==> config.mk <==
export PLATFORM = sky130hd
export DESIGN_NAME = pwm_aq_top
export DESIGN_NICKNAME = d
export VERILOG_FILES = /design/src/rtl/pwm_aq_pkg.sv /design/src/rtl/pwm_aq_cmp.sv /design/src/rtl/pwm_aq_qual.sv /design/src/rtl/pwm_aq_top.sv
export SDC_FILE = /design/constraint.sdc
export NUM_CORES = 1
export LEC_CHECK = 0
export BUFFER_PORTS_ARGS = -buffer_cell sky130_fd_sc_hd__buf_2
export CAP_MARGIN = 5
export CORE_MARGIN = 4
export CORE_UTILIZATION = 45
export CTS_BUF_LIST = sky130_fd_sc_hd__clkbuf_16
export DETAILED_ROUTE_END_ITERATION = 16
export MAX_ROUTING_LAYER = met4
export PLACE_DENSITY = 0.84
export SKIP_CTS_REPAIR_TIMING = 1
export SYNTH_ARGS = -nofsm -noshare
export SYNTH_HDL_FRONTEND = slang
export SYNTH_SLANG_ARGS = --single-unit
==> constraint.sdc <==
create_clock -name clk -period 1.72 [get_ports clk]
set_clock_uncertainty 0.1 [all_clocks]
set_input_delay 0.344 -clock clk [delete_from_list [all_inputs] [get_ports clk]]
set_output_delay 0.344 -clock clk [all_outputs]
set_load 0.02 [all_outputs]
==> src/rtl/pwm_aq_pkg.sv <==
`timescale 1ns/1ps
package pwm_aq_pkg;

    typedef enum logic [1:0] {
        ACT_NONE   = 2'd0,
        ACT_LOW    = 2'd1,
        ACT_HIGH   = 2'd2,
        ACT_TOGGLE = 2'd3
    } act_e;

    typedef enum logic [1:0] {
        FRC_OFF  = 2'd0,
        FRC_LOW  = 2'd1,
        FRC_HIGH = 2'd2,
        FRC_ALT  = 2'd3
    } frc_e;

    typedef enum logic [1:0] {
        LD_ZERO   = 2'd0,
        LD_PRD    = 2'd1,
        LD_EITHER = 2'd2,
        LD_FREEZE = 2'd3
    } ld_e;

    localparam int unsigned NUM_CH     = 2;
    localparam int unsigned AQ_W       = 10;
    localparam int unsigned CMP_CTL_W  = 7;
    localparam int unsigned SHD_BIT0   = 4;
    localparam int unsigned FRC_W      = 2;

    typedef struct packed {
        logic aq;
        logic pwm;
    } qual_state_t;

    function automatic logic act_apply(act_e a, logic cur);
        logic r;
        case (a)
            ACT_LOW:    r = 1'b0;
            ACT_HIGH:   r = 1'b1;
            ACT_TOGGLE: r = ~cur;
            default:    r = cur;
        endcase
        return r;
    endfunction

endpackage

==> src/rtl/pwm_aq_cmp.sv <==
`timescale 1ns/1ps
module pwm_aq_cmp
    import pwm_aq_pkg::*;
#(
    parameter int unsigned CNT_W = 16
) (
    input  logic             clk,
    input  logic             rst_n,
    input  logic             wr_i,
    input  logic [CNT_W-1:0] data_i,
    input  logic             shadow_en_i,
    input  logic [1:0]       load_sel_i,
    input  logic             zero_evt_i,
    input  logic             prd_evt_i,
    output logic [CNT_W-1:0] act_o
);

    typedef struct packed {
        logic [CNT_W-1:0] act;
        logic [CNT_W-1:0] shd;
    } cmp_state_t;

    cmp_state_t s_d, s_q;
    logic       load_pt;

    always_comb begin
        case (ld_e'(load_sel_i))
            LD_ZERO:   load_pt = zero_evt_i;
            LD_PRD:    load_pt = prd_evt_i;
            LD_EITHER: load_pt = zero_evt_i | prd_evt_i;
            default:   load_pt = 1'b0;
        endcase
    end

    always_comb begin
        s_d = s_q;
        if (shadow_en_i && load_pt) begin
            s_d.act = s_q.shd;
        end
        if (wr_i) begin
            if (shadow_en_i) begin
                s_d.shd = data_i;
            end else begin
                s_d.act = data_i;
            end
        end
    end

    always_ff @(posedge clk) begin
        if (!rst_n) begin
            s_q <= '0;
        end else begin
            s_q <= s_d;
        end
    end

    assign act_o = s_q.act;

endmodule

==> src/rtl/pwm_aq_qual.sv <==
`timescale 1ns/1ps
module pwm_aq_qual
    import pwm_aq_pkg::*;
(
    input  logic            clk,
    input  logic            rst_n,
    input  logic [AQ_W-1:0] ctl_i,
    input  logic            zero_evt_i,
    input  logic            cau_i,
    input  logic            cbu_i,
    input  logic [1:0]      force_i,
    output logic            pwm_o
);

    qual_state_t s_d, s_q;
    act_e        act_zero, act_cau, act_cbu, act_sel;
    logic        unused_ctl;

    assign act_zero   = act_e'(ctl_i[1:0]);
    assign act_cau    = act_e'(ctl_i[5:4]);
    assign act_cbu    = act_e'(ctl_i[9:8]);
    assign unused_ctl = ^{ctl_i[3:2], ctl_i[7:6]};

    // Later assignments carry higher priority: compare B, then A, then zero.
    always_comb begin
        act_sel = ACT_NONE;
        if (zero_evt_i && act_zero != ACT_NONE) act_sel = act_zero;
        if (cau_i      && act_cau  != ACT_NONE) act_sel = act_cau;
        if (cbu_i      && act_cbu  != ACT_NONE) act_sel = act_cbu;
    end

    always_comb begin
        s_d    = s_q;
        s_d.aq = act_apply(act_sel, s_q.aq);
        case (frc_e'(force_i))
            FRC_LOW:  s_d.pwm = 1'b0;
            FRC_HIGH: s_d.pwm = 1'b1;
            default:  s_d.pwm = s_d.aq;
        endcase
    end

    always_ff @(posedge clk) begin
        if (!rst_n) begin
            s_q <= '0;
        end else begin
            s_q <= s_d;
        end
    end

    assign pwm_o = s_q.pwm;

endmodule

==> src/rtl/pwm_aq_top.sv <==
`timescale 1ns/1ps
module pwm_aq_top
    import pwm_aq_pkg::*;
#(
    parameter int unsigned CNT_W = 16
) (
    input  logic                     clk,
    input  logic                     rst_n,
    input  logic [CNT_W-1:0]         cnt_i,
    input  logic                     zero_evt_i,
    input  logic                     prd_evt_i,
    input  logic                     cnt_up_i,
    input  logic [NUM_CH-1:0]        cmp_wr_i,
    input  logic [NUM_CH*CNT_W-1:0]  cmp_data_i,
    input  logic [CMP_CTL_W-1:0]     cmp_ctl_i,
    input  logic [NUM_CH*AQ_W-1:0]   aq_ctl_i,
    input  logic [NUM_CH*FRC_W-1:0]  force_i,
    output logic [NUM_CH-1:0]        pwm_o,
    output logic [NUM_CH*CNT_W-1:0]  cmp_act_o
);

    logic [NUM_CH-1:0] match_up;
    logic              unused_ctl;

    assign unused_ctl = cmp_ctl_i[SHD_BIT0+1];

    for (genvar ch = 0; ch < NUM_CH; ch++) begin : g_cmp
        logic [CNT_W-1:0] act;

        pwm_aq_cmp #(.CNT_W(CNT_W)) u_cmp (
            .clk         (clk),
            .rst_n       (rst_n),
            .wr_i        (cmp_wr_i[ch]),
            .data_i      (cmp_data_i[ch*CNT_W +: CNT_W]),
            .shadow_en_i (cmp_ctl_i[SHD_BIT0 + 2*ch]),
            .load_sel_i  (cmp_ctl_i[2*ch +: 2]),
            .zero_evt_i  (zero_evt_i),
            .prd_evt_i   (prd_evt_i),
            .act_o       (act)
        );

        assign match_up[ch]                    = cnt_up_i && (cnt_i == act);
        assign cmp_act_o[ch*CNT_W +: CNT_W]    = act;
    end

    for (genvar ch = 0; ch < NUM_CH; ch++) begin : g_qual
        pwm_aq_qual u_qual (
            .clk        (clk),
            .rst_n      (rst_n),
            .ctl_i      (aq_ctl_i[ch*AQ_W +: AQ_W]),
            .zero_evt_i (zero_evt_i),
            .cau_i      (match_up[0]),
            .cbu_i      (match_up[1]),
            .force_i    (force_i[ch*FRC_W +: FRC_W]),
            .pwm_o      (pwm_o[ch])
        );
    end

endmodule

# Word level (Yosys, flattened, before mapping)
# Cells that the tools add are included.
# W data, S select, Z words.
totals:
  ff_bits: 68
  inputBits: 86
  out_inout_bits: 34
  wordCells: 67
op_classes:
  n_eq_ne: 16
  mux: 20
  bitwise_logic: 3
  n_reduce_logical: 20
op_table:
  columns: ["op", "count"]
  rows:
  - ["$mux W16", 6]
  - ["$mux W32", 2]
  - ["$eq A16 B16 Y1", 2]
  - ["$eq A2 B2 Y1 const B", 8]
  - ["$eq A2 B1 Y1 const B", 6]
  - ["$mux W2", 6]
  - ["$pmux W1 S3", 4]
  - ["$reduce_bool A2 Y1", 6]
  - ["$logic_and A1 B1 Y1", 10]
  - ["$logic_not A2 Y1", 2]
  - ["$pmux W1 S2", 2]
  - ["$reduce_and A2 Y1", 2]
  - ["$not A1 Y1", 2]
  - ["$or A1 B1 Y1", 1]

# Logic depth before layout (Yosys ltp)
# Gate-level depths: netlist of run 1.
logic_depth:
  word_depth: 8
  depth_mapped: 7
  depth_no_buf: 6

# Modules after synthesis
# Synthesis of run 1 repeated with hierarchy kept, for this count alone.
hier_totals:
  hier_cells: 444
  area_unflattened_um2: 3758.6
by_module_without_submodules:
  columns: ["mod", "n_inst", "cells_each", "area_per_inst_um2", "seq_area_each_um2"]
  rows:
  - ["pwm_aq_cmp", 2, 183, 1547.7, 640.6]
  - ["pwm_aq_top", 1, 44, 362.8, 0.0]
  - ["pwm_aq_qual", 2, 17, 150.1, 40.0]

# Least setup slack after synthesis of run 1
# No wires, ideal clock.
synth_timing:
  path_type: "input-to-reg"
  from: "input cnt_i[9]"
  to: "register g_qual[0].u_qual.s_q (netlist bit g_qual[0].u_qual.pwm_o)"
  setup_time_ps: 129
  arrival_time_ps: 1626
  required_time_ps: 1491
  setup_slack_ps: -135
  cell_stages: 6
  n_path_buf: 0
  cell_sequence: "xor2_1 a2111o_1 a2111oi_4 nand2_1 o221ai_1 a31oi_1"
synth_between:
  elab_chain_cells: 8
  word_cells_on_any_way: 13
  classes_between: "eq/ne: 5; mux: 4; reduce/logical: 4"
synth_lines:
  columns: ["item", "line_no", "rtl"]
  rows:
  - ["from (decl)", "pwm_aq_top.sv:9", "input logic [CNT_W-1:0] cnt_i,"]
  - ["$eq A16 B16 Y1", "pwm_aq_top.sv:42", "assign match_up[ch] = cnt_up_i && (cnt_i == act);"]
  - ["$logic_and A1 B1 Y1", "pwm_aq_top.sv:42", null]
  - ["$logic_and A1 B1 Y1", "pwm_aq_qual.sv:28", "if (cau_i && act_cau != ACT_NONE) act_sel = act_cau;"]
  - ["$mux W2", "pwm_aq_qual.sv:28", null]
  - ["$mux W2 (*)", "pwm_aq_qual.sv:29", "if (cbu_i && act_cbu != ACT_NONE) act_sel = act_cbu;"]
  - ["$eq A2 B2 Y1 / $eq A2 B1 Y1 (equally long branches)", "pwm_aq_pkg.sv:38", "case (a)"]
  - ["$pmux W1 S3 (*)", "pwm_aq_pkg.sv:38", null]
  - ["$pmux W1 S2 (*)", "pwm_aq_qual.sv:35", "case (frc_e'(force_i))"]
  - ["to (signal assigned)", "pwm_aq_qual.sv:44", "s_q <= '0;"]
  - ["to (signal assigned)", "pwm_aq_qual.sv:46", "s_q <= s_d;"]
  - ["to (decl)", "pwm_aq_qual.sv:15", "qual_state_t s_d, s_q;"]
# Mark *: on every way between the ends. The rest lies on a longest branch, timed or not.
# A chain may end at the register's enable or synchronous reset.

# Worst setup path in the final report of run 1
layout_timing:
  from: "register g_cmp[0].u_cmp.s_q (netlist bit g_cmp[0].u_cmp.act_o[5])"
  to: "register g_qual[0].u_qual.s_q (netlist bit g_qual[0].u_qual.pwm_o)"
layout_between:
  elab_chain_cells: 8
  word_cells_on_any_way: 10
  classes_between: "eq/ne: 4; mux: 4; reduce/logical: 2"
layout_lines:
  columns: ["item", "line_no", "rtl"]
  rows:
  - ["from (decl)", "pwm_aq_cmp.sv:23", "cmp_state_t s_d, s_q;"]
  - ["from (signal assigned)", "pwm_aq_cmp.sv:51", "s_q <= '0;"]
  - ["from (signal assigned)", "pwm_aq_cmp.sv:53", "s_q <= s_d;"]
  - ["$eq A16 B16 Y1 (*)", "pwm_aq_top.sv:42", null]
  - ["$logic_and A1 B1 Y1 (*)", "pwm_aq_top.sv:42", null]
  - ["$logic_and A1 B1 Y1 (*)", "pwm_aq_qual.sv:28", null]
  - ["$mux W2 (*)", "pwm_aq_qual.sv:28", null]
  - ["$mux W2 (*)", "pwm_aq_qual.sv:29", null]
  - ["$eq A2 B2 Y1 / $eq A2 B1 Y1 (equally long branches)", "pwm_aq_pkg.sv:38", null]
  - ["$pmux W1 S3 (*)", "pwm_aq_pkg.sv:38", null]
  - ["$pmux W1 S2 (*)", "pwm_aq_qual.sv:35", null]
# Marks and branches as above.

==> run metrics, run 1 <==
CTS root buffer=clkbuf_16; RSZ-0062 raised after global routing=true; sequential share of power=0.379; total track usage=0.2169; DRT Pass-1 Iters=5; Die H=~96 um; Layout area overhead=29.01%; H-tree depth=3; Pint=between 3 and 4 mW; Synth top cells by count=74 x nand2_1, 68 x dfxtp_1, 37 x a21oi_1; WP data arrival=1.91 ns; Async SR Flop Fraction=0; Setup-failing EPs final=4; core area=0.007331 mm2; setup TNS=-0.3111 ns; Peak VDD IR=roughly 0.00086 V; first-pass GRT wire length=~15000 um; largest net degree at the start of global routing=67; pre-CTS setup slack=-0.2821 ns; crit start category=register; die footprint=0.009121 mm2; final RePlAce weighted congestion=slightly below 0.8; CP endpoint kind=register; syn nets=500; number of inserted diodes=0; Placed Cells=597; CTS buffer count=9; fin nets=around 600; post-synthesis cell area=~0.0034 mm2; number of synthesized flops with an enable pin=0; sw frac=0.2555; P_leak=about 2.1 nW; drt drc=0; CTS tree=yes; Synth Flop Type=dfxtp_1; crit-path max FO=3; power share of the clock group=0.460; Final Power=4.593 mW; total gr overflow=0; post-route setup slack=-0.09341 ns; detailed router's first-iteration violation count=between 150 and 200; max_cap viols=0; kind of critical path=register to register; most common cell in the netlist=nand2_1; Final Non-Filler Cells=614; Rows=31; sequential element share of the synthesized area=0.3951; FMAX=around 0.55 GHz; vias in the first global route=just over 3000; Comb power frac=0.160; Worst Hold Class=input pin to register; Mean Syn Cell Area=approximately 8.4 um2; insertion delay to the later sink of the worst-skew pair=around 0.33 ns; Power Density=slightly above 1000 mW/mm2; Clock Pin Slew Worst Setup and Hold Paths=about 0.060 ns; Final Slew Violations=0; Final Instance Area=about 0.0044 mm2; final hold violations=0; synth warn=0; Ports=120; FF+latch count, synth=68; Synth top area share=0.3951; synth unique cells=33; Mapped Cells=412; via count=between 3000 and 4000; PortBufs=110; die width=approximately 96 um; status=finished, violations left; number of routed nets with antenna violations=0; antenna violations before repair=0; top cells by area, synth=dfxtp_1 40%, mux2i_1 9.3%, nand2_1 8.1%, buf_4 7.4%, a211oi_1 7.0%; Final period util=1.054; Psw=1.174 mW; share of cells above drive strength 1=0.3223; WL final=between 9000 and 10000 um; Placed Area=0.004091 mm2; worst slew pin tran=between 0.3 and 0.4 ns; DP Wirelength=around 7100 um; Vias per Instance=5.228; max_slew headroom=0.7430; clock sinks=between 60 and 70; CTS max path bufs=2; failing checks=setup timing; Critical Path RT=1.82 ns; post-layout min period=1.813 ns; Starting Density=0.4700; Routed WL per cell=around 16 um; area leader, netlist=dfxtp_1
==> layer usage <==
layer,up-vias,global-route usage,share of wire,routed length (um)
met5,-,-,0,0
met4,0,0.07227,0.013,126
met3,11,0.04893,0.066,643
met2,105,0.3691,0.50,4849
met1,1506,0.2528,0.42,4052
li1,1588,-,-,-
==> layout make-up <==
| type | instances | area (um2) |
|---|---|---|
| well taps | 99 | 123.9 |
| flip-flops and latches | 68 | 1364 |
| clock inverters | 7 | 116.4 |
| multi-input cells | 278 | 1722 |
| repair buffers | 142 | 853.3 |
| clock buffers | 9 | 225.2 |
| fillers | 642 | 2885 |
| inverters | 11 | 41.29 |
==> cells by family after synthesis <==
logic type      Yosys count  share of synthesized area
buf+inv                  66                     0.1097
xor+xnor                 25                    0.06354
fa+ha+maj                 2                   0.007261
simple gates            129                     0.1580
compound gates           90                     0.1736
flops                    68                     0.3951
mux                      32                    0.09296
==> registers in the layout (all words and copies together), names as in the netlist <==
signal,cells
g_cmp.u_cmp.s_q,32
g_qual.u_qual.s_q,2
g_cmp.u_cmp.act_o,32
g_qual.u_qual.pwm_o,2
==> stage by stage <==
stage          hold slack [ns]  utilization
2_1_floorplan           0.3357            -
3_3_place_gp            0.3406       0.5581
3_5_place_dp            0.3465       0.5581
4_1_cts                 0.1541       0.6047
5_1_grt                 0.1715       0.6064
6_report                0.1605       0.6064
==> layout by cell type, fill, tap and decap left out, types with 2 or more instances in the layout <==
cell type  netlist  layout
xor2_1          10      10
clkbuf_16        0       9
nand2b_1         3       3
dfxtp_2          0       2
a31o_1           2       2
a31oi_1          4       4
bufinv_16        0       3
a21oi_1         37      37
clkinv_4         0       2
nor2b_1          2       2
ha_1             2       2
inv_1           11      11
buf_4           34      27
mux2i_1         32      32
o22ai_1          2       2
nand4_1          3       3
dfxtp_1         68      66
xnor2_1         15      15
nand3_1          4       4
nand2_1         74      73
buf_12           0       5
o221ai_2         0       2
nor3_1           3       3
o21ai_0          5       5
a211oi_1        32      32
buf_2            2     110
o2bb2ai_1        2       2
nor2_1          34      34
and2_1           2       2
==> final timing paths <==
kind | cells after the start | slack, ns | from | end
hold reg to reg | 2 | 0.35 | g_cmp[0].u_cmp.s_q[7]$_SDFFE_PN0P_ | g_cmp[0].u_cmp.s_q[7]$_SDFFE_PN0P_
setup reg to reg | 6 | -0.09 | g_cmp[0].u_cmp.act_o[5]$_SDFF_PN0_ | g_qual[0].u_qual.pwm_o$_SDFF_PN0_
hold / removal | 3 | 0.16 | cmp_data_i[7] | g_cmp[0].u_cmp.s_q[7]$_SDFFE_PN0P_
setup / recovery | 6 | -0.09 | g_cmp[0].u_cmp.act_o[5]$_SDFF_PN0_ | g_qual[0].u_qual.pwm_o$_SDFF_PN0_
==> critical path, cell delays in order (launching register included) <==
cell and delay [ns]:
dfxtp_2 0.32, xor2_1 0.14, a2111o_1 0.38, a2111oi_4 0.30, nand2_2 0.13, o221ai_2 0.21, a31oi_1 0.11
==> power groups by stage <==
stage	clock, mW	combinational [mW]	sequential [mW]
2_1_floorplan	0	0.479	1.76
3_3_place_gp	0	0.708	1.77
3_5_place_dp	0	0.730	1.78
4_1_cts	2.14	0.736	1.74
5_1_grt	2.21	0.801	1.75
6_report	2.11	0.737	1.74
No activity file was read; power rests on OpenSTA's default activity.
==> inputs of run 2 (changes only) <==
--- a/config.mk
+++ b/config.mk
@@ -8,11 +8,11 @@
 export BUFFER_PORTS_ARGS = -buffer_cell sky130_fd_sc_hd__buf_2
 export CAP_MARGIN = 5
 export CORE_MARGIN = 4
-export CORE_UTILIZATION = 45
+export CORE_UTILIZATION = 54
 export CTS_BUF_LIST = sky130_fd_sc_hd__clkbuf_16
 export DETAILED_ROUTE_END_ITERATION = 16
 export MAX_ROUTING_LAYER = met4
-export PLACE_DENSITY = 0.84
+export PLACE_DENSITY = 0.93
 export SKIP_CTS_REPAIR_TIMING = 1
 export SYNTH_ARGS = -nofsm -noshare
 export SYNTH_HDL_FRONTEND = slang
==> constraint.sdc (replaced) <==
create_clock -name clk -period 2.2 [get_ports clk]
set_clock_uncertainty 0.1 [all_clocks]
set_input_delay 0.44 -clock clk [delete_from_list [all_inputs] [get_ports clk]]
set_output_delay 0.44 -clock clk [all_outputs]
set_load 0.02 [all_outputs]
==> run 2 against run 1 <==
The run now ends clean; largest cell class unchanged; critical path depth unchanged; die area is 15% lower; clock power fell by 37%; sequential power fell by 21%; global-route usage is 3.1 points higher; first-iteration DRC count grew 36%; highest routed layer unchanged; final cell count fell by 8.3%; count of clock-buffer cells in the layout unchanged; critical path type unchanged; register-to-register slack better by 0.27 ns; utilization rose by 6.8 points.
==> run metrics, run 2 (synthesized netlist as in run 1, its figures left out) <==
Ports=120; worst slew pin tran=approximately 0.64 ns; max_cap viols=0; via count=between 3000 and 4000; Critical Path RT=2.29 ns; final RePlAce weighted congestion=between 0.8 and 0.9; sw frac=0.2587; total track usage=0.2481; setup TNS=0 ns; FMAX=approximately 0.5 GHz; post-layout min period=2.021 ns; DRT Pass-1 Iters=4; Layout area overhead=18.55%; CTS tree=yes; kind of critical path=register to register; fin nets=572; DP Wirelength=between 6000 and 7000 um; insertion delay to the later sink of the worst-skew pair=around 0.32 ns; share of cells above drive strength 1=0.2664; commonest non-fill, non-tap cells in the layout=110 x buf_2, 74 x nand2_1, 68 x dfxtp_1, 37 x a21oi_1, 34 x nor2_1; number of routed nets with antenna violations=0; Die H=approximately 88 um; Rows=28; crit path from=g_cmp[0].u_cmp.act_o[9]$_SDFF_PN0_; power share of the clock group=0.413; crit-path max FO=3; Pint=approximately 2.4 mW; total gr overflow=0; status=finished clean; DRT met1 WL=3855 um; PortBufs=110; die footprint=approximately 0.0077 mm2; Reg-to-Reg Start=g_cmp[0].u_cmp.act_o[9]$_SDFF_PN0_; max_slew headroom=0.5752; metal2 WL=around 4300 um; clock sinks=~70; Routed WL per cell=around 16 um; core area=~0.0061 mm2; WL final=8970 um; worst reg2reg path depth=6; antenna violations before repair=0; Worst Hold Class=input pin to register; detailed router's first-iteration violation count=around 210; post-route setup slack=between 0.15 and 0.2 ns; P_leak=around 1.9 nW; Top Layer Used=met4; H-tree depth=3; Final Slew Violations=0; Psw=approximately 0.83 mW; Final Instance Area=0.004085 mm2; final hold violations=0; worst reg2reg setup slack=roughly 0.18 ns; sequential share of power=0.429; CTS max path bufs=2; WP data arrival=around 2.1 ns; first-pass GRT wire length=14460 um; worst hold path depth=3; vias in the first global route=between 3000 and 4000; Setup-failing EPs final=0; Peak VDD IR=a little over 0.0004 V; Comb power frac=0.158; Vias per Instance=roughly 5.6; Clock Pin Slew Worst Setup and Hold Paths=about 0.050 ns; Worst R2R End=g_qual[0].u_qual.pwm_o$_SDFF_PN0_; fin util=0.6740; drt drc=0; die width=between 80 and 90 um; RSZ-0062 raised after global routing=false; Starting Density=0.5685; crit start category=register; CP endpoint kind=register; hold worst-path end=g_cmp[0].u_cmp.s_q[5]$_SDFFE_PN0P_; Power Density=around 780 mW/mm2; pre-CTS setup slack=-0.07684 ns; Hold WS=0.2668 ns; largest net degree at the start of global routing=67; DR WL met3=between 600 and 700 um; commonest non-fill, non-tap cell in the layout=buf_2; CTS root buffer=clkbuf_16; CTS buffer count=9; Final period util=0.9189; Placed Area=0.003811 mm2; number of inserted diodes=0; critical hold path startpoint=cmp_data_i[5]
==> run 2: worst max-delay path by stage <==
stage               cells after the start                           endpoint  slack (ns)
detailed placement                      7  g_qual[1].u_qual.pwm_o$_SDFF_PN0_       -0.08
floorplan                               6  g_qual[0].u_qual.pwm_o$_SDFF_PN0_        0.25
CTS                                     6  g_qual[1].u_qual.pwm_o$_SDFF_PN0_        0.17
finish                                  6  g_qual[0].u_qual.pwm_o$_SDFF_PN0_        0.18
global route                            6  g_qual[1].u_qual.pwm_o$_SDFF_PN0_        0.11
global placement                        7  g_qual[1].u_qual.pwm_o$_SDFF_PN0_      0.0003
==> run 2: area by class of cell <==
class                   instances  area [um2]
inverters                      11       41.29
multi-input cells             278        1707
well taps                      75       93.84
clock buffers                   9       225.2
fillers                       499        1976
flip-flops and latches         68        1361
clock inverters                 6       48.80
repair buffers                116       608.1
==> run 2: critical path, stage by stage, from the launching register on <==
cell and delay [ns]:
dfxtp_1 0.32, xor2_1 0.16, a2111o_1 0.43, a2111oi_4 0.36, nand2_1 0.13, o221ai_1 0.26
a31oi_1 0.13
==> run 2: routing by layer <==
layer,up-vias,GRT usage
met5,-,-
met4,0,0.08926
met3,12,0.04421
met2,110,0.4130
met1,1477,0.3002
li1,1531,-
==> run 2: through the flow <==
stage | power [mW] | std cells
floorplan | 1.747 | 412
global placement | 1.877 | 548
detailed placement | 1.898 | 548
CTS | 3.218 | 563
global route | 3.333 | 563
finish | 3.200 | 563
==> run 2: power groups by stage <==
stage / Clock [mW] / Combinational (mW) / Sequential [mW]
detailed placement: 0 / 0.502 / 1.40
finish: 1.32 / 0.505 / 1.37
global route: 1.40 / 0.553 / 1.38
global placement: 0 / 0.485 / 1.39
floorplan: 0 / 0.372 / 1.38
CTS: 1.34 / 0.505 / 1.37
==> inputs of run 3 (changes only) <==
--- a/config.mk
+++ b/config.mk
@@ -8,11 +8,11 @@
 export BUFFER_PORTS_ARGS = -buffer_cell sky130_fd_sc_hd__buf_2
 export CAP_MARGIN = 5
 export CORE_MARGIN = 4
-export CORE_UTILIZATION = 54
+export CORE_UTILIZATION = 50
 export CTS_BUF_LIST = sky130_fd_sc_hd__clkbuf_16
 export DETAILED_ROUTE_END_ITERATION = 16
 export MAX_ROUTING_LAYER = met4
-export PLACE_DENSITY = 0.93
+export PLACE_DENSITY = 0.88
 export SKIP_CTS_REPAIR_TIMING = 1
 export SYNTH_ARGS = -nofsm -noshare
 export SYNTH_HDL_FRONTEND = slang
==> constraint.sdc (replaced) <==
create_clock -name clk -period 1.9 [get_ports clk]
set_clock_uncertainty 0.1 [all_clocks]
set_input_delay 0.38 -clock clk [delete_from_list [all_inputs] [get_ports clk]]
set_output_delay 0.38 -clock clk [all_outputs]
set_load 0.02 [all_outputs]
==> run 3 against run 2 <==
Sequential share of layout area down 0.70 points; routed wire length grew 6.1%; combinational power up 24%; sequential cell count stayed put; via count is 3.5% higher; worst setup slack got worse by 0.11 ns; clock power is 8% higher; sequential power grew 16%; register-to-register slack got worse by 0.11 ns; non-clock buffer count grew 10; critical path type unchanged; highest routed layer unchanged.
==> run metrics, run 3 (synthesized netlist as in run 1, its figures left out) <==
status=finished clean; Vias per Instance=5.635; power share of the clock group=0.392; post-layout min period=1.827 ns; WL final=approximately 9500 um; P_leak=1.976 nW; crit start category=register; Worst R2R End=g_qual[0].u_qual.pwm_o$_SDFF_PN0_; CTS tree=yes; worst reg2reg setup slack=between 0.07 and 0.08 ns; post-route setup slack=between 0.07 and 0.08 ns; WP data arrival=about 1.9 ns; via count=3240; vias in the first global route=3257; clock sinks=68; first-pass GRT wire length=approximately 15000 um; H-tree depth=3; Final Non-Filler Cells=between 500 and 600; max_slew headroom=0.6048; Final Slew Violations=0; share of cells above drive strength 1=0.3032; Final Instance Area=about 0.0042 mm2; Layout area overhead=21.64%; Rows=29; FMAX=roughly 0.55 GHz; CP endpoint kind=register; fin nets=a little under 600; fin util=0.6418; pre-CTS setup slack=-0.3016 ns; Die H=91.02 um; worst slew pin tran=roughly 0.59 ns; Power Density=a little under 900 mW/mm2; Placed Area=a little under 0.004 mm2; Hold WS=0.2066 ns; DP Wirelength=around 7000 um; worst reg2reg path depth=6; CTS max path bufs=2; antenna violations before repair=0; CTS buffer count=9; setup TNS=0 ns; Worst Hold Class=input pin to register; Critical Path RT=approximately 2.0 ns; critical hold path startpoint=cmp_data_i[0]; total gr overflow=0; Psw=about 1 mW; Routed WL per cell=~17 um; commonest non-fill, non-tap cell in the layout=buf_2; insertion delay to the later sink of the worst-skew pair=~0.32 ns; max_cap viols=0; Clock Pin Slew Worst Setup and Hold Paths=~0.050 ns; metal2 WL=between 4000 and 5000 um; Starting Density=0.5276; crit-path max FO=3; commonest non-fill, non-tap cells in the layout=110 x buf_2, 73 x nand2_1, 63 x dfxtp_1, 37 x a21oi_1, 34 x nor2_1; DR WL met3=between 800 and 900 um; detailed router's first-iteration violation count=around 230; Setup-failing EPs final=0; Pint=2.641 mW; hold worst-path end=g_cmp[0].u_cmp.s_q[0]$_SDFFE_PN0P_; final hold violations=0; sequential share of power=0.436; CTS root buffer=clkbuf_16; largest net degree at the start of global routing=67; worst hold path depth=3; Top Layer Used=met4; drt drc=0; Placed Cells=560; die width=slightly above 90 um; Comb power frac=0.172; core area=approximately 0.0065 mm2; DRT Pass-1 Iters=5; Peak VDD IR=just over 0.0007 V; Ports=between 100 and 150; Final period util=0.9614; total track usage=0.2353; Final Power=approximately 3.6 mW; final RePlAce weighted congestion=a little under 0.9; kind of critical path=register to register; crit path from=g_cmp[0].u_cmp.act_o[5]$_SDFF_PN0_; sw frac=0.2740; Reg-to-Reg Start=g_cmp[0].u_cmp.act_o[5]$_SDFF_PN0_; die footprint=0.008284 mm2; number of inserted diodes=0; number of routed nets with antenna violations=0; PortBufs=110; DRT met1 WL=approximately 3800 um
[run 3: area by class of cell]
cell class	count	area, um2
timing repair buffer	126	708.2
fill	557	2340
clock buffer	9	225.2
tap	77	96.34
inverter	11	41.29
clock inverter	6	26.28
sequential	68	1368
multi-input combinational	278	1727
[run 3: power groups by stage]
stage               combinational [mW]  clock [mW]  sequential (mW)
finish                           0.626        1.42             1.59
global route                     0.683        1.51             1.60
floorplan                        0.431           0             1.59
detailed placement               0.615           0             1.61
global placement                 0.594           0             1.61
CTS                              0.621        1.44             1.58
[run 3: routing by layer]
metal | global-route usage | up-vias
met5 | - | -
met4 | 0.1131 | 0
met2 | 0.3857 | 131
li1 | - | 1552
met3 | 0.05289 | 25
met1 | 0.2729 | 1532
[run 3: worst max-delay path, cell delays in order, from the launching register on]
cell and delay [ns]:
dfxtp_1 0.32, xor2_1 0.14, a2111o_1 0.38, a2111oi_4 0.32, nand2_2 0.12, o221ai_2 0.20
a31oi_1 0.11
[run 3: worst max path at each step]
stage	endpoint	slack [ns]	depth (start not counted)
2_1_floorplan	g_qual[0].u_qual.pwm_o$_SDFF_PN0_	0.009	6
3_3_place_gp	g_qual[1].u_qual.pwm_o$_SDFF_PN0_	-0.24	7
3_5_place_dp	g_qual[1].u_qual.pwm_o$_SDFF_PN0_	-0.30	7
4_1_cts	g_qual[1].u_qual.pwm_o$_SDFF_PN0_	-0.09	6
5_1_grt	g_qual[1].u_qual.pwm_o$_SDFF_PN0_	-0.02	6
6_report	g_qual[0].u_qual.pwm_o$_SDFF_PN0_	0.07	6
